--- src/rtl/dpll_pkg.sv ---
package dpll_pkg;

  typedef enum logic [1:0] {
    LM_ACQ  = 2'd0,
    LM_MED  = 2'd1,
    LM_NAR  = 2'd2,
    LM_HOLD = 2'd3
  } loop_mode_e;

endpackage

--- src/rtl/dpll_xing_det.sv ---
module dpll_xing_det (
  input  logic clk,
  input  logic rst_n,
  input  logic stb,
  input  logic din,
  output logic xing
);
  logic prev_q;
  logic primed_q;

  always_ff @(posedge clk) begin
    if (!rst_n) begin
      prev_q   <= 1'b0;
      primed_q <= 1'b0;
    end else if (stb) begin
      prev_q   <= din;
      primed_q <= 1'b1;
    end
  end

  // a level change between two accepted samples
  assign xing = stb & primed_q & (din ^ prev_q);

endmodule

--- src/rtl/dpll_mode_ctrl.sv ---
module dpll_mode_ctrl
  import dpll_pkg::*;
#(
  parameter int MED_BITS = 30,
  parameter int CNT_W    = $clog2(MED_BITS + 1)
) (
  input  logic       clk,
  input  logic       rst_n,
  input  logic       acq_req,
  input  logic       hold_n,
  input  logic       bit_tick,
  output loop_mode_e mode
);
  localparam logic [CNT_W-1:0] CNT_END = CNT_W'(MED_BITS);

  logic [CNT_W-1:0] cnt_q;
  logic             med_left;

  assign med_left = (cnt_q < CNT_END);

  always_ff @(posedge clk) begin
    if (!rst_n) begin
      cnt_q <= CNT_END;
    end else if (hold_n && acq_req) begin
      cnt_q <= '0;
    end else if (hold_n && bit_tick && med_left) begin
      cnt_q <= cnt_q + CNT_W'(1);
    end
  end

  // hold outranks acquire; medium runs until the bit count is spent
  always_comb begin
    if (!hold_n)        mode = LM_HOLD;
    else if (acq_req)   mode = LM_ACQ;
    else if (med_left)  mode = LM_MED;
    else                mode = LM_NAR;
  end

endmodule

--- src/rtl/dpll_corr_limit.sv ---
module dpll_corr_limit
  import dpll_pkg::*;
#(
  parameter int PH_BITS   = 7,
  parameter int MED_LIM   = 4,
  parameter int NAR_LIM   = 1,
  parameter int ACQ_SHIFT = 1
) (
  input  loop_mode_e                  mode,
  input  logic                        xing,
  input  logic [PH_BITS-1:0]          phase,
  output logic signed [PH_BITS-1:0]   corr
);
  typedef logic signed [PH_BITS-1:0] serr_t;

  localparam serr_t MED_HI = serr_t'(MED_LIM);
  localparam serr_t MED_LO = serr_t'(-MED_LIM);
  localparam serr_t NAR_HI = serr_t'(NAR_LIM);
  localparam serr_t NAR_LO = serr_t'(-NAR_LIM);

  function automatic serr_t clip(serr_t v, serr_t hi, serr_t lo);
    if (v > hi)      return hi;
    else if (v < lo) return lo;
    else             return v;
  endfunction

  serr_t err;
  assign err = $signed(phase);

  always_comb begin
    corr = '0;
    if (xing) begin
      unique case (mode)
        LM_ACQ:  corr = err >>> ACQ_SHIFT;
        LM_MED:  corr = clip(err, MED_HI, MED_LO);
        LM_NAR:  corr = clip(err, NAR_HI, NAR_LO);
        default: corr = '0;
      endcase
    end
  end

endmodule

--- src/rtl/dpll_phase_nco.sv ---
module dpll_phase_nco #(
  parameter int PH_BITS = 7
) (
  input  logic                      clk,
  input  logic                      rst_n,
  input  logic                      stb,
  input  logic signed [PH_BITS-1:0] corr,
  output logic [PH_BITS-1:0]        phase,
  output logic                      bit_tick,
  output logic                      rclk
);
  localparam logic [PH_BITS-1:0] MID = {1'b1, {(PH_BITS-1){1'b0}}};

  logic [PH_BITS-1:0] ph_next;

  function automatic logic clk_window(logic [PH_BITS-1:0] p);
    // high over the last and first quarter of the bit
    return ~(p[PH_BITS-1] ^ p[PH_BITS-2]);
  endfunction

  assign ph_next  = phase + PH_BITS'(1) - $unsigned(corr);
  assign bit_tick = stb & (phase == MID);

  always_ff @(posedge clk) begin
    if (!rst_n) begin
      phase <= '0;
      rclk  <= 1'b1;
    end else if (stb) begin
      phase <= ph_next;
      rclk  <= clk_window(ph_next);
    end
  end

endmodule

--- src/rtl/bitclk_dpll.sv ---
module bitclk_dpll
  import dpll_pkg::*;
#(
  parameter int PH_BITS  = 7,
  parameter int MED_BITS = 30
) (
  input  logic clk,
  input  logic rst_n,
  input  logic in_valid,
  input  logic in_bit,
  input  logic acq_req,
  input  logic hold_n,
  output logic out_valid,
  output logic out_data,
  output logic rec_clk
);
  localparam int STEPS   = 2 ** PH_BITS;
  localparam int MED_LIM = STEPS / 32;   // per transition, 1/16 per pair
  localparam int NAR_LIM = STEPS / 128;  // per transition, 1/64 per pair
  localparam int CNT_W   = $clog2(MED_BITS + 1);

  logic                      xing;
  logic                      bit_tick;
  logic [PH_BITS-1:0]        phase;
  logic signed [PH_BITS-1:0] corr;
  loop_mode_e                mode;

  dpll_xing_det u_xing (
    .clk  (clk),
    .rst_n(rst_n),
    .stb  (in_valid),
    .din  (in_bit),
    .xing (xing)
  );

  dpll_mode_ctrl #(
    .MED_BITS(MED_BITS),
    .CNT_W   (CNT_W)
  ) u_mode (
    .clk     (clk),
    .rst_n   (rst_n),
    .acq_req (acq_req),
    .hold_n  (hold_n),
    .bit_tick(bit_tick),
    .mode    (mode)
  );

  dpll_corr_limit #(
    .PH_BITS  (PH_BITS),
    .MED_LIM  (MED_LIM),
    .NAR_LIM  (NAR_LIM),
    .ACQ_SHIFT(1)
  ) u_lim (
    .mode (mode),
    .xing (xing),
    .phase(phase),
    .corr (corr)
  );

  dpll_phase_nco #(
    .PH_BITS(PH_BITS)
  ) u_nco (
    .clk     (clk),
    .rst_n   (rst_n),
    .stb     (in_valid),
    .corr    (corr),
    .phase   (phase),
    .bit_tick(bit_tick),
    .rclk    (rec_clk)
  );

  always_ff @(posedge clk) begin
    if (!rst_n) begin
      out_valid <= 1'b0;
      out_data  <= 1'b0;
    end else begin
      out_valid <= bit_tick;
      if (bit_tick) out_data <= in_bit;
    end
  end

endmodule

--- config.mk ---
export PLATFORM = sky130hd
export DESIGN_NAME = bitclk_dpll
export DESIGN_NICKNAME = d
export VERILOG_FILES = /design/src/rtl/dpll_pkg.sv /design/src/rtl/dpll_xing_det.sv /design/src/rtl/dpll_mode_ctrl.sv /design/src/rtl/dpll_corr_limit.sv /design/src/rtl/dpll_phase_nco.sv /design/src/rtl/bitclk_dpll.sv
export SDC_FILE = /design/constraint.sdc
export NUM_CORES = 1
export LEC_CHECK = 0
export CAP_MARGIN = 20
export CORE_ASPECT_RATIO = 1.4
export CORE_MARGIN = 1
export CORE_UTILIZATION = 61
export CTS_BUF_LIST = sky130_fd_sc_hd__clkbuf_8
export DETAILED_ROUTE_END_ITERATION = 7
export PLACE_DENSITY = 0.78
export SKIP_LAST_GASP = 1
export SYNTH_ARGS = -nofsm -noshare
export SYNTH_HDL_FRONTEND = slang
export SYNTH_HIERARCHICAL = 1
export SYNTH_SLANG_ARGS = --single-unit
--- constraint.sdc ---
create_clock -name clk -period 4 [get_ports clk]
set_input_delay 0.8 -clock clk [delete_from_list [all_inputs] [get_ports clk]]
set_output_delay 0.8 -clock clk [all_outputs]
set_load 0.03 [all_outputs]
# Word level (Yosys, flattened, before mapping)
# Index checks and enable logic that the tools add are counted.
[totals]
ff_bits = 17
in_bits = 6
output_inout_bits = 3
elab_cells = 43
[op_classes]
addsub = 3
magnitude_cmp = 5
n_eq_ne = 3
mux = 11
bitwise_logic = 7
reduce_logical = 6
[ops]
columns = ["op", "n"]
rows = [
  ["$mux 7", 5],
  ["$pmux 7 s3", 1],
  ["$mux 5", 2],
  ["$add 7x1->7 const B", 1],
  ["$eq 7x7->1 const B", 1],
  ["$gt 7x2->1 const B", 1],
  ["$gt 7x4->1 const B", 1],
  ["$lt 7x1->1 const B", 1],
  ["$lt 7x3->1 const B", 1],
  ["$sub 7x7->7", 1],
  ["$mux 2", 3],
  ["$add 5x1->5 const B", 1],
  ["$lt 5x5->1 const B", 1],
  ["$and 1x1->1", 3],
  ["$logic_and 1x1->1", 3],
  ["$eq 2x1->1 const B", 1],
  ["$eq 2x2->1 const B", 1],
  ["$logic_not 2->1", 1],
  ["$not 1->1", 2],
  ["$reduce_bool 2->1", 1],
  ["$reduce_or 2->1", 1],
  ["$xor 1x1->1", 2],
]

# Depth between registers and ports, before layout
[depth]
word_depth = 10
ltp_mapped = 17
ltp_nobuf = 17

# Hierarchy
# Netlist, hierarchy kept.
[modules_own_cells]
columns = ["mod", "n_inst", "cells_per_inst", "area_per_inst_um2", "seq_area_each_um2"]
rows = [
  ["dpll_phase_nco", 1, 73, 651.9, 160.2],
  ["dpll_corr_limit", 1, 44, 290.3, 0.0],
  ["dpll_mode_ctrl", 1, 31, 290.3, 100.1],
  ["dpll_xing_det", 1, 7, 78.8, 40.0],
  ["bitclk_dpll", 1, 5, 63.8, 40.0],
]

# Least setup slack after synthesis
# Ideal clock, no wire load.
[synth_path]
path_kind = "input port to flip-flop"
start = "in in_bit"
end = "reg u_nco.rclk"
setup_time_ps = 91
arrival_time_ps = 3270
required_ps = 3909
setup_slack_ps = 639
cell_stages = 16
n_path_buf = 0
path_cell_list = "xor2_1 > and3_1 > nor2b_2 > o21ai_0 > o21bai_1 > a22oi_2 > inv_1 > ha_1 > ha_1 > inv_1 > fa_1 > nor2b_1 > o21a_1 > or3_4 > and3b_1 > a311oi_1"
[synth_between]
elab_chain_len = 6
[synth_lines]
columns = ["element", "line", "source"]
rows = [
  ["start: declaration", "bitclk_dpll.sv:10", "input logic in_bit,"],
  ["$xor 1x1->1", "dpll_xing_det.sv:22", "assign xing = stb & primed_q & (din ^ prev_q);"],
  ["$and 1x1->1", "dpll_xing_det.sv:22", ""],
  ["net xing", "bitclk_dpll.sv:22", "logic xing;"],
  ["$mux 7", "dpll_corr_limit.sv:32", "if (xing) begin"],
  ["net corr[0]", "bitclk_dpll.sv:25", "logic signed [PH_BITS-1:0] corr;"],
  ["$sub 7x7->7", "dpll_phase_nco.sv:21", "assign ph_next = phase + PH_BITS'(1) - $unsigned(corr);"],
  ["$xor 1x1->1", "dpll_phase_nco.sv:18", "return ~(p[PH_BITS-1] ^ p[PH_BITS-2]);"],
  ["$not 1->1", "dpll_phase_nco.sv:18", ""],
  ["end signal: assignment", "dpll_phase_nco.sv:30", "rclk <= clk_window(ph_next);"],
  ["end: declaration", "dpll_phase_nco.sv:10", "output logic rclk"],
]
# The timed path passes the listed nets, and every way through them passes these cells.
# A chain may end at the register's enable or synchronous reset.

# Final worst setup path
# Ends and elaborated chain as after synthesis.

==> impl_metrics.toml <==
[status]
status = "complete, no violations"

[cells_and_area]
nNetsFinal = 199
drive_above_1_share = 0.174
fill_cells = 171
n_antenna_cell = 0
area_delta_synth_final_pct = 15.2

[routing]
vias = 1315
via_per_inst = 6.58
routed_wl_mm = 3.30
drtIter0Drc = 51
avgRoutedWirePerCell_um = 16.5
ant_nets = 0
first_pass_iters = 4
drcViolationCount = 0

[floorplanning]
initial_core_util = 0.639
die-area_um2 = 2450
core_um2 = 2150
dieWidth_um = 42.1
rows = 20
die_h_um = 58.2
io_pins = 9

[cts]
cts_hold_buffers = 0
cts.repair.resized = 0
cts_sinks = 17
postCtsSetupBuffers = 0
clk_pin_slew_worst_paths_ns = 0.07
h-tree-depth = 1
clock_latency_ns = 0.25
cts_tree = "built"
cts_buffer_depth = 2
cts_root_buffer = "clkbuf_8"
cts_buffers = 3

[critical_path]
r2r_cells = 16
cp-end-kind = "flop"
rrSetupSlack_ns = 0.47
startpoint_type = "primary input"
reg2reg_to = "u_nco/rclk$_SDFFE_PN1P_"
arrival_ns = 4.03
crit_required_ns = 4.16
crit_type = "primary input to flop"
r2r_start = "u_nco/phase[5]$_SDFFE_PN0P_"
path_max_fanout = 3

[timing]
setup_tns_ns = 0
setup_violations = 0
layout_setup_ws_ns = 0.132
hold_viol = 0
max_slew.worst_pin.slew_ns = 0.967
drv_slew = 0
fin_crit_ns = 3.87
fmax_mhz = 259
min_period_over_period = 0.967
finClkSkew_ns = 0.00766
maxSlewHeadroom = 0.349

[hold_path]
hold_path.class = "flop to flop"
holdCritStartpoint = "u_xing/primed_q$_SDFFE_PN0P_"
min_to = "u_xing/primed_q$_SDFFE_PN0P_"
hold_path_depth = 1

[job]
cap_violations = 0

[pwr]
p_per_area_nw_per_um2 = 398
leakagePower_nw = 0.644
irDropWorstVdd_mv = 0.358

[global_route]
grt_pass1_vias = 1302
overflow = 0
grt_max_degree = 20
grt_pass1_wl_mm = 5.49
antenna_found_initial = 0
grt_usage = 0.288

[yosys]
synth-edff-count = 0
synth_flop_cell = "dfxtp_1"
yosysSeqAreaShare = 0.247
synth_cell_types = 56
syn_inst = 160
ys_ff_latch = 17
syn-num-nets = 180
syn-cell-area_um2 = 1380
async_reset_ff_frac = 0
yosys.area.top_type = "dfxtp_1"
synth_area_leaders = "dfxtp_1 (25%), ha_1 (12%), mux2i_1 (5.1%)"
yosys_warnings = 6
synth_top_area_frac = 0.247
synth.avg_cell_area_um2 = 8.59

[place]
io_buffer_count = 8
dp_slack_ns = -0.102
gp_congestion = 0.827
dp_hpwl_mm = 2.48
-- worst max-delay path, cell delays in order --
cell,delay [ns]
clkdlybuf4s50_1,0.49
xor2_1,0.14
and3_1,0.20
nor2b_2,0.21
o21ai_0,0.16
o21bai_1,0.22
a22oi_2,0.12
inv_1,0.06
ha_1,0.18
ha_1,0.19
inv_1,0.07
fa_1,0.18
nor2b_1,0.05
o21a_1,0.17
or3_4,0.35
and3b_1,0.18
a311oi_1,0.26
-- worst max path at each step --
stage	from	end	slack, ns	depth (start not counted)
detailed placement	in_bit	u_nco/rclk$_SDFFE_PN1P_	-0.10	17
global route	in_bit	u_nco/rclk$_SDFFE_PN1P_	-0.0003	17
CTS	in_bit	u_nco/rclk$_SDFFE_PN1P_	0.16	17
floorplan	in_bit	u_nco/rclk$_SDFFE_PN1P_	0.64	16
finish	in_bit	u_nco/rclk$_SDFFE_PN1P_	0.13	17
global placement	in_bit	u_nco/rclk$_SDFFE_PN1P_	0.07	17
-- cell usage in the layout, fill, tap and decap left out, types with 6 or more instances in the layout --
cell	Yosys	layout
buf_4	0	9
clkdlybuf4s50_1	0	8
dfxtp_1	17	17
ha_1	13	13
inv_1	16	16
mux2i_1	7	7
nand2_1	7	7
nand3_1	7	7
nor2_1	6	6
nor2b_1	6	6
o21ai_0	9	8
-- where the power goes --
| group | switching (mW) | internal [mW] | leakage, nW |
|---|---|---|---|
| Combinational | 0.152 | 0.129 | 0.478 |
| Clock | 0.0564 | 0.0690 | 0.0255 |
| Sequential | 0.0329 | 0.191 | 0.140 |
| Total | 0.241 | 0.389 | 0.644 |
-- logic make-up (layout without fill, tap and decap cells) --
group           Yosys count  after routing  synth area share
compound gates           45             45             0.245
flops                    17             17             0.248
fa+ha+maj                14             14             0.133
mux                       7              7            0.0510
simple gates             53             53             0.238
buf+inv                  20             38            0.0601
xor+xnor                  4              4            0.0255
-- layer usage --
layer	vias up	track usage	wire (um)
li1	628	-	-
met1	627	0.319	1320
met2	50	0.520	1740
met3	10	0.0405	145
met4	0	0.165	87
met5	-	0	0
-- flip-flops by register name (all words and copies together), names as in the netlist --
register         cells
out_valid            1
u_xing/prev_q        1
u_nco/rclk           1
u_xing/primed_q      1
u_nco/phase          7
u_mode/cnt_q         5
out_data             1
-- layout make-up --
type / count / area [um^2] / area share
clock buffers: 3 / 41.3 / 0.0261
clock inverters: 1 / 5.00 / 0.00316
inverters: 17 / 63.8 / 0.0403
multi-input cells: 123 / 958 / 0.605
flip-flops and latches: 17 / 340 / 0.215
well taps: 22 / 27.5 / 0.0174
repair buffers: 17 / 148 / 0.0932
-- stage by stage --
stage          power [mW]  utilization  std cells  area [um^2]  hold slack [ns]
6_report            0.631        0.736        200         1580            0.472
5_1_grt             0.669        0.736        200         1580            0.478
4_1_cts             0.622        0.733        200         1580            0.477
3_5_place_dp        0.495        0.712        196         1530            0.464
3_3_place_gp        0.481        0.712        196         1530            0.441
2_1_floorplan       0.415            -        160         1380            0.432
-- cell usage after synthesis, drive strengths merged (2+ instances only) --
master    n
a211oi    2
a21oi     3
a41oi     2
and2      5
and3      2
clkbuf    2
dfxtp    17
ha       13
inv      17
mux2i     7
nand2     7
nand2b    3
nand3     7
nand3b    2
nor2      7
nor2b     7
nor3      2
nor4      2
o2111ai   2
o211a     2
o211ai    2
o21a      3
o21ai    13
o21bai    2
o22ai     4
o31ai     2
xnor2     2
xor2      2
Power figures use the tool's default switching activity.
